$ cat src/rtl/mdio_cmd_pkg.sv
package mdio_cmd_pkg;

  localparam int PRE_LEN   = 32;
  localparam int ADDR_W    = 5;
  localparam int DATA_W    = 16;
  localparam int FRAME_LEN = PRE_LEN + 2 + 2 + ADDR_W + ADDR_W + 2 + DATA_W;
  localparam int IDX_W     = $clog2(FRAME_LEN);
  localparam int READ_DRIVE_LEN = FRAME_LEN - DATA_W - 2;
  localparam int SEL_W     = 2;

  // control register bit positions
  localparam int CB_CLK  = 0;
  localparam int CB_DIN  = 1;
  localparam int CB_DOUT = 2;
  localparam int CB_OE   = 3;
  localparam int CB_MAN  = 4;
  localparam int CB_WR   = 5;
  localparam int CB_RD   = 6;

  typedef enum logic [SEL_W-1:0] {
    SEL_PHY  = 2'd0,
    SEL_REG  = 2'd1,
    SEL_DATA = 2'd2,
    SEL_CTRL = 2'd3
  } regSel_e;

  typedef struct packed {
    logic load;    // capture frame, start sequence
    logic sample;  // rising mdc: shift in line level
    logic shift;   // falling mdc: advance to next bit
    logic done;    // final falling mdc: finish
  } seqStrobe_t;

endpackage

$ cat src/rtl/mdio_cmd_regs.sv
module mdio_cmd_regs
  import mdio_cmd_pkg::*;
(
  input  logic              clk,
  input  logic              rstN,
  input  logic              regWrEn,
  input  logic [SEL_W-1:0]  regAddr,
  input  logic [DATA_W-1:0] regWrData,
  output logic [DATA_W-1:0] regRdData,
  input  logic              mdioIn,
  input  seqStrobe_t        strobe,
  output logic              cmdRd,
  output logic              cmdWr,
  output logic              fastSel,
  output logic              frameBit,
  output logic              manualEn,
  output logic              manClk,
  output logic              manDout,
  output logic              manOe
);

  logic [ADDR_W-1:0]    phyAddr;
  logic [ADDR_W-1:0]    regNum;
  logic [DATA_W-1:0]    dataReg;
  logic [DATA_W-1:0]    rxShift;
  logic [FRAME_LEN-1:0] frameSh;
  logic [FRAME_LEN-1:0] frameLoad;
  logic                 busy;
  logic                 ctrlWr;
  logic                 startOk;
  logic [1:0]           opBits;
  logic [1:0]           taBits;
  logic [DATA_W-1:0]    payload;

  assign busy    = cmdRd | cmdWr;
  assign ctrlWr  = regWrEn && (regAddr == SEL_CTRL) && !busy;
  assign startOk = ctrlWr && !regWrData[CB_MAN] &&
                   (regWrData[CB_RD] || regWrData[CB_WR]);

  always_comb begin
    opBits    = cmdRd ? 2'b10 : 2'b01;
    taBits    = cmdRd ? 2'b11 : 2'b10;
    payload   = cmdRd ? {DATA_W{1'b1}} : dataReg;
    frameLoad = {{PRE_LEN{1'b1}}, 2'b01, opBits, phyAddr, regNum, taBits, payload};
  end

  assign frameBit = frameSh[FRAME_LEN-1];

  always_ff @(posedge clk) begin
    if (!rstN) begin
      phyAddr  <= '0;
      fastSel  <= 1'b0;
      regNum   <= '0;
      dataReg  <= '0;
      rxShift  <= '0;
      frameSh  <= '0;
      cmdRd    <= 1'b0;
      cmdWr    <= 1'b0;
      manualEn <= 1'b0;
      manClk   <= 1'b0;
      manDout  <= 1'b0;
      manOe    <= 1'b0;
    end else begin
      if (regWrEn && (regAddr == SEL_PHY))
        {fastSel, phyAddr} <= regWrData[ADDR_W:0];
      if (regWrEn && (regAddr == SEL_REG))
        regNum <= regWrData[ADDR_W-1:0];

      if (strobe.done && cmdRd)
        dataReg <= rxShift;
      else if (regWrEn && (regAddr == SEL_DATA))
        dataReg <= regWrData;

      if (ctrlWr) begin
        manualEn <= regWrData[CB_MAN];
        manClk   <= regWrData[CB_CLK];
        manDout  <= regWrData[CB_DOUT];
        manOe    <= regWrData[CB_OE];
        cmdRd    <= startOk && regWrData[CB_RD];
        cmdWr    <= startOk && !regWrData[CB_RD] && regWrData[CB_WR];
      end else if (strobe.done) begin
        cmdRd <= 1'b0;
        cmdWr <= 1'b0;
      end

      if (strobe.sample)
        rxShift <= {rxShift[DATA_W-2:0], mdioIn};

      if (strobe.load)
        frameSh <= frameLoad;
      else if (strobe.shift)
        frameSh <= {frameSh[FRAME_LEN-2:0], 1'b1};
    end
  end

  always_comb begin
    regRdData = '0;
    case (regAddr)
      SEL_PHY:  regRdData[ADDR_W:0]   = {fastSel, phyAddr};
      SEL_REG:  regRdData[ADDR_W-1:0] = regNum;
      SEL_DATA: regRdData             = dataReg;
      default: begin
        regRdData[CB_CLK]  = manClk;
        regRdData[CB_DIN]  = mdioIn;
        regRdData[CB_DOUT] = manDout;
        regRdData[CB_OE]   = manOe;
        regRdData[CB_MAN]  = manualEn;
        regRdData[CB_WR]   = cmdWr;
        regRdData[CB_RD]   = cmdRd;
      end
    endcase
  end

endmodule

$ cat src/rtl/mdio_cmd_seq.sv
module mdio_cmd_seq
  import mdio_cmd_pkg::*;
#(
  parameter int HALF_SLOW = 4,
  parameter int HALF_FAST = 2
) (
  input  logic       clk,
  input  logic       rstN,
  input  logic       busy,
  input  logic       isRead,
  input  logic       fastSel,
  output seqStrobe_t strobe,
  output logic       mdcSeq,
  output logic       oeSeq
);

  localparam int CNT_W = $clog2(HALF_SLOW + 1);

  logic             running;
  logic             fastLat;
  logic [CNT_W-1:0] halfCnt;
  logic [CNT_W-1:0] halfLim;
  logic [IDX_W-1:0] bitIdx;
  logic [IDX_W-1:0] nextIdx;
  logic             halfHit;
  logic             lastBit;

  function automatic logic driveAt(input logic [IDX_W-1:0] idx, input logic rd);
    return !rd || (idx < IDX_W'(READ_DRIVE_LEN));
  endfunction

  assign halfLim = fastLat ? CNT_W'(HALF_FAST - 1) : CNT_W'(HALF_SLOW - 1);
  assign halfHit = running && (halfCnt == halfLim);
  assign lastBit = (bitIdx == IDX_W'(FRAME_LEN - 1));
  assign nextIdx = bitIdx + 1'b1;

  always_comb begin
    strobe.load   = !running && busy;
    strobe.sample = halfHit && !mdcSeq;
    strobe.shift  = halfHit && mdcSeq && !lastBit;
    strobe.done   = halfHit && mdcSeq && lastBit;
  end

  always_ff @(posedge clk) begin
    if (!rstN) begin
      running <= 1'b0;
      fastLat <= 1'b0;
      halfCnt <= '0;
      bitIdx  <= '0;
      mdcSeq  <= 1'b0;
      oeSeq   <= 1'b0;
    end else if (strobe.load) begin
      running <= 1'b1;
      fastLat <= fastSel;
      halfCnt <= '0;
      bitIdx  <= '0;
      mdcSeq  <= 1'b0;
      oeSeq   <= 1'b1;
    end else if (running) begin
      if (halfHit) begin
        halfCnt <= '0;
        if (!mdcSeq) begin
          mdcSeq <= 1'b1;
        end else begin
          mdcSeq <= 1'b0;
          if (lastBit) begin
            running <= 1'b0;
            oeSeq   <= 1'b0;
          end else begin
            bitIdx <= nextIdx;
            oeSeq  <= driveAt(nextIdx, isRead);
          end
        end
      end else begin
        halfCnt <= halfCnt + 1'b1;
      end
    end
  end

endmodule

$ cat src/rtl/mdio_cmd_unit.sv
module mdio_cmd_unit
  import mdio_cmd_pkg::*;
#(
  parameter int HALF_SLOW = 4,
  parameter int HALF_FAST = 2
) (
  input  logic        clk,
  input  logic        rstN,
  input  logic        regWrEn,
  input  logic [1:0]  regAddr,
  input  logic [15:0] regWrData,
  output logic [15:0] regRdData,
  output logic        mdc,
  output logic        mdioOut,
  output logic        mdioOe,
  input  logic        mdioIn
);

  seqStrobe_t strobe;
  logic cmdRd, cmdWr, busy, fastSel, frameBit;
  logic manualEn, manClk, manDout, manOe;
  logic mdcSeq, oeSeq;

  assign busy = cmdRd | cmdWr;

  mdio_cmd_regs uRegs (
    .clk(clk), .rstN(rstN), .regWrEn(regWrEn), .regAddr(regAddr),
    .regWrData(regWrData), .regRdData(regRdData), .mdioIn(mdioIn),
    .strobe(strobe), .cmdRd(cmdRd), .cmdWr(cmdWr), .fastSel(fastSel),
    .frameBit(frameBit), .manualEn(manualEn), .manClk(manClk),
    .manDout(manDout), .manOe(manOe)
  );

  mdio_cmd_seq #(.HALF_SLOW(HALF_SLOW), .HALF_FAST(HALF_FAST)) uSeq (
    .clk(clk), .rstN(rstN), .busy(busy), .isRead(cmdRd), .fastSel(fastSel),
    .strobe(strobe), .mdcSeq(mdcSeq), .oeSeq(oeSeq)
  );

  assign mdc     = manualEn ? manClk  : mdcSeq;
  assign mdioOe  = manualEn ? manOe   : oeSeq;
  assign mdioOut = manualEn ? manDout : (oeSeq & frameBit);

endmodule

$ cat config.mk
export PLATFORM = sky130hd
export DESIGN_NAME = mdio_cmd_unit
export DESIGN_NICKNAME = d
export VERILOG_FILES = /design/src/rtl/mdio_cmd_pkg.sv /design/src/rtl/mdio_cmd_regs.sv /design/src/rtl/mdio_cmd_seq.sv /design/src/rtl/mdio_cmd_unit.sv
export SDC_FILE = /design/constraint.sdc
export NUM_CORES = 1
export LEC_CHECK = 0
export BUFFER_PORTS_ARGS = -buffer_cell sky130_fd_sc_hd__buf_4
export CAP_MARGIN = 5
export CELL_PAD_IN_SITES_DETAIL_PLACEMENT = 0
export CELL_PAD_IN_SITES_GLOBAL_PLACEMENT = 1
export CORE_MARGIN = 10
export CORE_UTILIZATION = 51
export CTS_CLUSTER_DIAMETER = 50
export DETAILED_ROUTE_END_ITERATION = 8
export GPL_ROUTABILITY_DRIVEN = 1
export PLACE_DENSITY = 0.84
export SLEW_MARGIN = 20
export SYNTH_ARGS = -nofsm -noshare
export SYNTH_HDL_FRONTEND = slang
export SYNTH_HIERARCHICAL = 1
export SYNTH_SLANG_ARGS = --single-unit
$ cat constraint.sdc
create_clock -name clk -period 3.3 [get_ports clk]
set_input_delay 0.165 -clock clk [delete_from_list [all_inputs] [get_ports clk]]
set_output_delay 0.165 -clock clk [all_outputs]
set_load 0.05 [all_outputs]
; Word level (Yosys, flattened, before mapping)
; Index checks and enable logic that the tools add are counted.
[word_totals]
regBits = 126
latchBits = 0
ramBits = 0
mem_bits_ro = 0
inputBits = 22
output_inout_bits = 19
word_cells = 99
n_memories = 0
[classes]
add_sub_neg = 2
mul = 0
div = 0
order_cmp = 1
n_eq_ne = 5
n_shift = 0
n_mux = 30
bitwise = 4
reduce_logical = 38
[ops]
columns = op, count
row1 = 2-to-1 mux 64 bit, 2
row2 = 2-to-1 mux 16 bit, 3
row3 = 2-to-1 mux 1 bit, 18
row4 = logical AND 1 bit, 17
row5 = case mux 5 bit (3 select lines), 1
row6 = nonzero test 2 bit, 6
row7 = 2-to-1 mux 9 bit, 1
row8 = zero test 1 bit, 7
row9 = adder 6 x 1 -> 6 bit (second input constant), 1
row10 = == test 6 bit (second input constant), 1
row11 = < comparator 6 bit (second input constant), 1
row12 = == test 2 bit (second input constant), 2
row13 = 2-to-1 mux 2 bit, 2
row14 = AND reduction 4 bit, 1
row15 = OR reduction 2 bit, 2
row16 = adder 3 x 1 -> 3 bit (second input constant), 1
row17 = == test 3 bit, 1
row18 = 2-to-1 mux 3 bit, 1
row19 = case mux 1 bit (3 select lines), 1
row20 = AND reduction 3 bit, 1
row21 = == test 2 x 1 -> 1 bit (second input constant), 1
row22 = zero test 2 bit, 1
row23 = logical OR 1 bit, 2
row24 = NOT 1 bit, 2
row25 = 4 further kinds, 4

; Logic depth before layout (Yosys ltp)
; Gate-level depths: netlist of run 1.
[depth]
ltp_word = 8
depth_mapped = 9
ltp_nobuf = 6

; Cells and area by module
; Netlist of run 1, hierarchy kept.
[modules_own_cells]
columns = mod, n_inst, cells_each, area_each_um2, seq_area_each_um2
row1 = mdio_cmd_regs, 1, 473, 4859.7, 2262.2
row2 = mdio_cmd_seq, 1, 90, 743.2, 260.2
row3 = mdio_cmd_unit, 1, 6, 41.3, 0.0

; Worst setup path after synthesis of run 1
; Ideal clock, no wire load.
[synth_timing]
path_type = register to register
from = reg uSeq.halfCnt[1]
to = reg uRegs.rxShift[0]
t_arrival_ns = 1.717
setup_slack_ns = 1.467
stages_incl_launch_ff = 8
path_buffers = 2
synth_period_minus_slack_ns = 1.833
cell_sequence = dfxtp_1 xnor2_1 or3_1 nor2_1 buf_2 buf_2 mux2i_1 nor2b_1
[synth_rtl]
columns = item, line_no
row1 = start: declaration, mdio_cmd_seq.sv:21  ; logic [CNT_W-1:0] halfCnt;
row2 = start signal: assignment, mdio_cmd_seq.sv:75  ; halfCnt <= halfCnt + 1'b1;
row3 = end signal: assignment, mdio_cmd_regs.sv:87  ; rxShift <= {rxShift[DATA_W-2:0], mdioIn};
row4 = end: declaration, mdio_cmd_regs.sv:25  ; logic [DATA_W-1:0] rxShift;

==> results.yml, run 1 <==
sta:
  rsz0062_at_grt: "false"
  worst_pin_slew_ns: 0.879
  period_share_pct: 71.4
  min_period_ns: 2.36
  slew_violations: 0
  hold_violations: 0
  skew_ns: 0.00518
  setup-tns-final_ns: 0
  slew-limit-headroom_pct: 41.3
  max_freq_mhz: 425
  setup_viol: 0
global_routing:
  grt_pass1_vias: 4111
  antenna_found_initial: 0
  gr-total-overflow: 0
  met2_usage_pct: 24.5
  track_usage_pct: 15.3
  met3_usage_pct: 4.22
  grt_max_degree: 62
  grtUsageMet1_pct: 18.8
  busiest_layer: "met2"
  grt_pass1_wl_mm: 20.2
min_path:
  hold_class: "input pin to register"
  hold_path_end: "uRegs/dataReg[5]$_SDFFE_PN0P_"
  min_path_cells: 3
  hp-start: "rstN"
cts:
  numCtsBuffers: 17
  cts_tree: "yes"
  cts.reportedPaths.clkPinSlew_ns: 0.06
  htree_levels: 4
  post_cts_resized: 0
  clock_path_buffers: 2
  cts.sinks: 126
  clk_latency_ns: 0.51
  ctsRootBufferMaster: "clkbuf_8"
pwr:
  p_sw_uw: 795
  clockPowerShare_pct: 52.0
  pwr-share-comb_pct: 5.9
  p_per_area_nw_per_um2: 557
  pwr-share-seq_pct: 42.0
  irDropWorstVdd_mv: 0.294
  p_int_mw: 3.01
  power_leakage_nw: 2.54
  switching_share_pct: 20.9
yosys:
  synth_nets: 593
  synth_top_area_share_pct: 44.7
  ys_async_sr_fraction_pct: 0
  synthTopCellsByArea: "dfxtp_1 (45%), mux2i_1 (17%), a21boi_0 (4.8%)"
  synth_edf_count: 0
  synth-seq-area-share_pct: 44.7
  synth_cell_types: 49
  synth.cell_area_sq_um: 5640
  synth_area_leader_cell: "dfxtp_1"
  synth.avg_cell_area_sq_um: 9.92
  synth-warning-count: 6
  synth_seq_cells: 126
  synth_cells: 569
  synthFlopType: "dfxtp_1"
place:
  place_congestion: 0.811
  dp_hpwl_mm: 8.18
  postPlaceCellArea_sq_um: 6020
  io_buffers: 40
drt:
  vias_per_cell: 5.53
  drc_errors: 0
  vias: 4227
  routed_wl_mm: 11.9
  first_pass_iters: 5
  wl_per_cell_um: 15.5
  drt_iter0_markers: 319
  drtAntennaViolNets: 0
final_layout:
  antennaDiodeCount: 0
  postLayoutCoreUtil_pct: 63.0
  final_common_cell: "dfxtp_1"
  fill_cells: 929
  mostFrequentLayoutCells: "dfxtp_1 (126), mux2i_1 (95), nand2_1 (61)"
  stdcell_area_sq_um: 6830
  area_growth_pct: 21.0
  nets: 635
  drive_gt1_share_pct: 15.5
floorplanning:
  start_util_pct: 52.1
  fp.dieH_um: 125
  die_x_um: 125
  ios: 41
  core-area_sq_um: 10800
  rows: 38
  die_area_sq_um: 15700
critical_path:
  cp_max_fo: 23
  path_delay_family: "simple AND/OR/NAND/NOR gates"
  r2r_start: "uSeq/running$_SDFF_PN0_"
  crit_chain: "and4b_1, nand2_2, nor2_4, buf_12, mux2i_1, a21boi_0"
  critPathMaxStageDelay_ns: 0.72
  cp.buffers_inverters: 1
  slowest_stage: "nor2_4"
  r2r_slack_ns: 0.94
  critPathKind: "register to register"
  start_kind: "register"
  endpoint_kind: "register"
  rr_endpoint: "uRegs/frameSh[33]$_SDFFE_PN0P_"
  cp_data_arrival_time_ns: 2.71
  r2r_cells: 6
  cp.required_ns: 3.65
outcome:
  status: "finished, final reports clean"
run:
  cap_violations: 0
worst reg2reg max path: stages, from the launching register on:
cell and delay [ns]:
dfxtp_1 0.46, and4b_1 0.28, nand2_2 0.16, nor2_4 0.73
buf_12 0.27, mux2i_1 0.20, a21boi_0 0.11
Yosys cell counts (2+ instances only):
library cell and count:
a21boi_0 36, a21oi_1 24, a31oi_1 17, a32o_1 2
and2_1 9, and3_1 5, and3b_1 3, buf_2 11
buf_4 9, buf_6 2, clkbuf_1 21, dfxtp_1 126
ha_1 2, inv_1 4, mux2_2 3, mux2i_1 95
mux4_2 5, nand2_1 61, nand3_1 6, nand3b_1 3
nand4b_1 2, nor2_1 10, nor2b_1 29, nor3_1 7
o2111ai_1 2, o211a_1 11, o21ai_0 21, o22ai_1 2
o31ai_1 16, or3_1 4, xnor2_1 3
metrics by stage:
step / std cells / power [mW] / setup slack, ns / hold WS [ns]
2_1_floorplan: 569 / 1.77 / 1.47 / 0.307
3_3_place_gp: 715 / 1.83 / 1.04 / 0.449
3_5_place_dp: 715 / 1.84 / 0.978 / 0.449
4_1_cts: 764 / 3.84 / 0.948 / 0.0224
5_1_grt: 764 / 3.95 / 0.653 / 0.0439
6_report: 764 / 3.81 / 0.944 / 0.0537
power by group through the flow:
stage | Combinational (mW) | Clock (mW) | Sequential, mW
finish | 0.226 | 1.98 | 1.60
floorplan | 0.152 | 0 | 1.62
CTS | 0.226 | 2.02 | 1.60
detailed placement | 0.210 | 0 | 1.63
global placement | 0.205 | 0 | 1.63
global route | 0.250 | 2.09 | 1.60
worst max-delay path by stage:
| stage | from | to | slack, ns | cells after the start |
|---|---|---|---|---|
| final | uSeq/running$_SDFF_PN0_ | uRegs/frameSh[33]$_SDFFE_PN0P_ | 0.94 | 6 |
| after global routing | uSeq/running$_SDFF_PN0_ | uRegs/dataReg[8]$_SDFFE_PN0P_ | 0.65 | 6 |
| after CTS | uSeq/running$_SDFF_PN0_ | uRegs/frameSh[33]$_SDFFE_PN0P_ | 0.95 | 6 |
| after detailed placement | uSeq/running$_SDFF_PN0_ | uRegs/dataReg[12]$_SDFFE_PN0P_ | 0.98 | 6 |
| after global placement | uSeq/running$_SDFF_PN0_ | uRegs/frameSh[31]$_SDFFE_PP0P_ | 1.04 | 5 |
| after floorplan | uSeq/halfCnt[1]$_SDFFE_PP0P_ | uRegs/rxShift[0]$_SDFFE_PN0P_ | 1.47 | 7 |
sequential cells by signal (all words and copies together), names as in the netlist, 3 cells and up:
name	flops
uRegs/dataReg	16
uRegs/frameSh	64
uRegs/phyAddr	5
uRegs/regNum	5
uRegs/rxShift	16
uSeq/bitIdx	6
uSeq/halfCnt	3
cell families (layout without fill, tap and decap cells):
| kind of cell | after synthesis | in the layout | share of synthesized area [%] |
|---|---|---|---|
| AND/OR/NAND/NOR | 149 | 149 | 13.9 |
| AO/OA/AOI/OAI | 135 | 135 | 16.2 |
| flip-flops | 126 | 126 | 44.7 |
| multiplexers | 103 | 103 | 19.4 |
| buffers and inverters | 49 | 104 | 4.37 |
| XOR/XNOR | 5 | 5 | 0.909 |
| adder cells (fa/ha/maj) | 2 | 2 | 0.443 |
final cells by class:
type	instances	area, sq um	share of cell area [%]
clock buffers	20	445	6.52
multi-input cells	394	2880	42.2
flip-flops and latches	126	2520	36.9
repair buffers	67	596	8.72
clock inverters	12	189	2.77
well taps	140	175	2.57
inverters	5	18.8	0.275
metal layers:
layer / share of wire, % / wire length, um
met5: 0 / 0
met4: 1.5 / 180
met3: 3.5 / 412
met2: 48 / 5760
met1: 47 / 5520
timing repair:
item,in CTS,in global routing
endpoints found under the hold margin,32,0
hold buffers,17,0
buffers inserted,0,0
endpoints found under the setup margin,0,0
Power figures use the tool's default switching activity.
==> inputs of run 2 (changes only) <==
Settings changed: ABC_AREA set to 1, CORE_UTILIZATION 51 to 43, PLACE_DENSITY 0.84 to 0.78.
Clock period 3.3 ns to 2.4 ns, I/O delays scaled along.
==> run 2 against run 1 <==
  * Register-to-register slack worse by 0.67 ns
  * Sequential power up 37%
  * Worst hold slack worse by 0.031 ns
  * Core utilization down 11 points
  * Critical path type unchanged
==> results.yml, run 2 <==
min_path:
  min_path_cells: 3
  hold_class: "input pin to register"
place:
  io_buffers: 40
  dp_hpwl_mm: 9.77
  place_congestion: 0.818
drt:
  vias_per_cell: 4.87
  vias: 5036
  drt_iter0_markers: 368
  drtAntennaViolNets: 0
  first_pass_iters: 5
  routed_wl_mm: 14.1
  wl_per_cell_um: 13.6
  drc_errors: 0
floorplanning:
  rows: 41
  start_util_pct: 43.9
  die_x_um: 134
  core-area_sq_um: 12600
  ios: 41
  die_area_sq_um: 17800
  fp.dieH_um: 134
cts:
  cts_setup_buffers: 0
  numCtsBuffers: 17
  ctsRootBufferMaster: "clkbuf_16"
  clock_path_buffers: 2
  post_cts_resized: 0
  cts_tree: "yes"
  cts.sinks: 126
  htree_levels: 4
  cts.reportedPaths.clkPinSlew_ns: 0.05
  clk_latency_ns: 0.41
  ctsHoldBuffers: 2
outcome:
  status: "finished, final reports clean"
global_routing:
  gr-total-overflow: 0
  grt_max_degree: 57
  grt_pass1_wl_mm: 23.3
  track_usage_pct: 15.9
  grt_pass1_vias: 4597
  antenna_found_initial: 0
yosys:
  ys_async_sr_fraction_pct: 0
  synth_commonest_cells: "nand2_1 (195), nor2_1 (172), dfxtp_1 (126)"
  synth-warning-count: 6
  synth.cell_area_sq_um: 5540
  synth_cell_types: 36
  synth_seq_cells: 126
  synth_cells: 818
  synth_area_leader_cell: "dfxtp_1"
  synthTopCellsByArea: "dfxtp_1 (46%), nand2_1 (13%), nor2_1 (12%)"
  synth_nets: 842
  yosys.cell_count.top_type: "nand2_1"
  synthFlopType: "dfxtp_1"
  synth-seq-area-share_pct: 45.5
  synth.avg_cell_area_sq_um: 6.77
  synth_edf_count: 0
  synth_top_area_share_pct: 45.5
critical_path:
  crit_cells: 10
  critPathMaxStageDelay_ns: 0.43
  cp.required_ns: 2.70
  cp.buffers_inverters: 1
  cp_max_fo: 18
  r2r_cells: 10
  endpoint_kind: "register"
  start_kind: "register"
  path_delay_family: "simple AND/OR/NAND/NOR gates"
  slowest_stage: "dfxtp_1"
  cp_data_arrival_time_ns: 2.42
  crit_chain: "ha_1, nand3_1, or2_0, nor2_1, nand2_1, buf_4, nand2_1, nand2_1, nor2_1, nor2_1"
  critPathKind: "register to register"
sta:
  setup-tns-final_ns: 0
  hold_violations: 0
  rsz0062_at_grt: "false"
  max_freq_mhz: 471
  min_period_ns: 2.12
  slew_violations: 0
  worst_pin_slew_ns: 0.684
  setup_viol: 0
  skew_ns: 0.00809
  slew-limit-headroom_pct: 54.2
  period_share_pct: 88.4
final_layout:
  largest_register: "uRegs/frameSh"
  mostFrequentLayoutCells: "nand2_1 (195), nor2_1 (172), dfxtp_1 (126)"
  antennaDiodeCount: 0
  drive_gt1_share_pct: 11.5
  final_common_cell: "nand2_1"
  area_growth_pct: 18.5
  fill_cells: 1317
  postLayoutCoreUtil_pct: 52.0
  top_regs: "uRegs/frameSh (64), uRegs/dataReg (16), uRegs/rxShift (16)"
  largest_reg_flops: 64
  nets: 874
pwr:
  power_leakage_nw: 3.10
  irDropWorstVdd_mv: 0.648
  p_per_area_nw_per_um2: 771
run:
  cap_violations: 0
==> run 2: changes by cell type after synthesis, moves of 14 or more <==
cell and change:
nor2_1 +162, nand3_1 +59, nand2_1 +134, mux2i_1 -95, a31oi_1 -14, a21boi_0 -36, inv_1 +65, o21ai_0 +63
o31ai_1 -16, nor2b_1 -29
==> run 2: power breakdown <==
group / internal, mW / switching [mW] / leakage [nW] / total, mW
logic: 0.114 / 0.219 / 1.79 / 0.333
registers: 2.15 / 0.0384 / 1.02 / 2.19
clock network: 1.63 / 0.910 / 0.294 / 2.54
total: 3.89 / 1.17 / 3.10 / 5.06
==> run 2: tightest hold or removal path, stage by stage <==
cell and delay [ns]:
buf_4 0.12, o21ai_0 0.08, nor2_1 0.07
==> run 2: logic make-up (layout without fill, tap and decap cells) <==
kind of cell	Yosys count	after routing	synth area share [%]
adder cells (fa/ha/maj)	2	2	0.452
XOR/XNOR	1	1	0.158
AO/OA/AOI/OAI	121	121	11.5
AND/OR/NAND/NOR	455	455	33.7
flip-flops	126	126	45.5
buffers and inverters	113	158	8.67
==> run 2: through the flow <==
step                power, mW  instance area, sq um  hold WS, ns  setup slack, ns  instances
floorplan                2.45                  5540        0.218            0.559        818
detailed placement       2.56                  5950        0.412            0.312       1001
finish                   5.06                  6560       0.0223            0.279       1035
global placement         2.56                  5950        0.412            0.340       1001
CTS                      5.12                  6560     0.000630            0.298       1035
global route             5.25                  6560       0.0217           0.0195       1035
==> run 2: cell type report <==
class / count / area, sq um / share of cell area (%)
well taps: 172 / 215 / 3.28
clock buffers: 21 / 480 / 7.32
inverters: 72 / 270 / 4.12
multi-input cells: 579 / 2540 / 38.7
flip-flops and latches: 126 / 2520 / 38.4
repair buffers: 54 / 423 / 6.44
clock inverters: 11 / 114 / 1.73
==> run 2: layer usage <==
metal / up-vias / share of wire, % / GRT usage [%]
li1: 2650 / - / -
met1: 2281 / 52 / 22.7
met2: 92 / 43 / 22.7
met3: 13 / 4.0 / 4.40
met4: 0 / 1.0 / 4.35
met5: - / 0 / 0
==> run 2: worst paths after layout <==
check | to | slack [ns] | from
worst max-delay path | uRegs/dataReg[8]$_SDFFE_PN0P_ | 0.28 | uSeq/bitIdx[0]$_SDFFE_PP0P_
worst min-delay path | uRegs/manDout$_SDFFE_PN0P_ | 0.02 | regWrData[2]
worst max register to register | uRegs/dataReg[8]$_SDFFE_PN0P_ | 0.28 | uSeq/bitIdx[0]$_SDFFE_PP0P_
worst min register to register | uRegs/frameSh[47]$_SDFFE_PN0P_ | 0.47 | uRegs/frameSh[47]$_SDFFE_PN0P_
==> inputs of run 3 (changes only) <==
Settings changed: ABC_AREA 1 to unset, CORE_UTILIZATION 43 to 47.
==> run 3 against run 2 <==
  * First-iteration DRC count down 51%
  * Cell count down 27%
  * Largest power group unchanged
  * Clock power up 4%
  * Critical path depth down 3
  * Final area up 2.6%
  * Highest routed layer unchanged
  * Setup slack better by 0.088 ns
  * Total power up 1.4%
  * Register-to-register slack better by 0.09 ns
==> results.yml, run 3 (synthesis gave the netlist of run 1 again) <==
outcome:
  status: "finished, final reports clean"
global_routing:
  track_usage_pct: 14.6
  gr-total-overflow: 0
  grt_pass1_wl_mm: 19.9
  grt_pass1_vias: 4047
  antenna_found_initial: 0
  grt_max_degree: 81
critical_path:
  slowest_stage: "dfxtp_1"
  cp.required_ns: 2.66
  cp_max_fo: 40
  critPathMaxStageDelay_ns: 0.47
  crit_path_frequent_cell: "buf_12"
  critPathKind: "register to register"
  cp_data_arrival_time_ns: 2.30
  r2r_cells: 7
  crit_chain: "and4b_1, nand2_2, nor2_4, buf_12, buf_12, mux2i_1, a21boi_0"
  start_kind: "register"
  endpoint_kind: "register"
sta:
  hold_violations: 0
  setup_viol: 0
  slew-limit-headroom_pct: 55.4
  skew_ns: 0.0112
  min_period_ns: 2.03
  rsz0062_at_grt: "false"
  setup-tns-final_ns: 0
  max_freq_mhz: 492
  slew_violations: 0
  period_share_pct: 84.7
  worst_pin_slew_ns: 0.667
drt:
  drc_errors: 0
  wl_per_cell_um: 15.7
  vias_per_cell: 5.48
  drt_iter0_markers: 180
  vias: 4165
  drtAntennaViolNets: 0
  routed_wl_mm: 11.9
  first_pass_iters: 4
final_layout:
  drive_gt1_share_pct: 15.7
  largest_register: "uRegs/frameSh"
  fin_cells: 760
  mostFrequentLayoutCells: "dfxtp_1 (126), mux2i_1 (95), nand2_1 (61)"
  nets: 628
  stdcell_area_sq_um: 6740
  final_common_cell: "dfxtp_1"
  area_growth_pct: 19.3
  antennaDiodeCount: 0
  largest_reg_flops: 64
  top_regs: "uRegs/frameSh (64), uRegs/dataReg (16), uRegs/rxShift (16)"
cts:
  cts_tree: "yes"
  numCtsBuffers: 17
  post_cts_resized: 0
  clk_latency_ns: 0.41
  ctsHoldBuffers: 11
  cts.sinks: 126
  cts.reportedPaths.clkPinSlew_ns: 0.06
  clock_path_buffers: 2
  cts_setup_buffers: 0
  ctsRootBufferMaster: "clkbuf_16"
  htree_levels: 4
place:
  dp_cells: 717
  io_buffers: 40
  postPlaceCellArea_sq_um: 6010
  place_congestion: 0.853
  dp_hpwl_mm: 7.83
floorplanning:
  fp.dieH_um: 130
  core-area_sq_um: 11600
  die_area_sq_um: 16800
  rows: 39
  ios: 41
  start_util_pct: 48.8
  die_x_um: 130
run:
  cap_violations: 0
pwr:
  p_per_area_nw_per_um2: 762
  power.total_mw: 5.13
  irDropWorstVdd_mv: 0.529
  power_leakage_nw: 2.49
min_path:
  min_path_cells: 3
  hold_class: "input pin to register"
-- run 3: changes by cell type in the layout (fill, tap and decap cells not counted), sizes merged, moves of 16 or more --
cell	delta
nor2	-166
nand2	-137
mux2i	+95
inv	-66
o21ai	-66
nand3	-60
a21boi	+36
nor2b	+29
o31ai	+16
-- run 3: layer usage --
metal | wire [um] | GRT usage (%)
met3 | 393 | 3.30
met1 | 5790 | 19.1
met5 | 0 | 0
met2 | 5610 | 22.9
met4 | 110 | 5.75
-- run 3: final cells by class --
class | count | area [sq um]
fillers | 999 | 4830
clock buffers | 19 | 453
clock inverters | 13 | 164
repair buffers | 60 | 515
flip-flops and latches | 126 | 2520
inverters | 5 | 18.8
well taps | 143 | 179
multi-input cells | 394 | 2880
-- run 3: critical path: cells and delay by family, from the launching register on --
family / cells / cell delay, ns
and+or+nand+nor: 3 / 0.57
AOI/OAI and AO/OA: 1 / 0.10
buffers and inverters: 2 / 0.52
muxes: 1 / 0.21
DFF: 1 / 0.47
-- run 3: metrics by stage --
step,worst slack (ns),hold WS [ns],util [%]
after floorplan,0.567,0.262,-
after global placement,0.453,0.402,52.0
after detailed placement,0.382,0.409,52.0
after CTS,0.339,0.000122,58.2
after global routing,0.233,0.00183,58.2
final,0.367,0.00643,58.2
-- run 3: power by group --
| part | total, mW | switching, mW | internal, mW |
|---|---|---|---|
| registers | 2.20 | 0.0423 | 2.16 |
| clock network | 2.63 | 0.938 | 1.69 |
| logic | 0.303 | 0.165 | 0.138 |
| total | 5.13 | 1.14 | 3.99 |
-- run 3: final timing paths --
check | end | start | slack (ns)
hold / removal | uRegs/dataReg[10]$_SDFFE_PN0P_ | regWrData[10] | 0.006
setup reg to reg | uRegs/frameSh[37]$_SDFFE_PN0P_ | uSeq/running$_SDFF_PN0_ | 0.37
setup / recovery | uRegs/frameSh[37]$_SDFFE_PN0P_ | uSeq/running$_SDFF_PN0_ | 0.37
hold reg to reg | uRegs/manClk$_SDFFE_PN0P_ | uRegs/manClk$_SDFFE_PN0P_ | 0.48
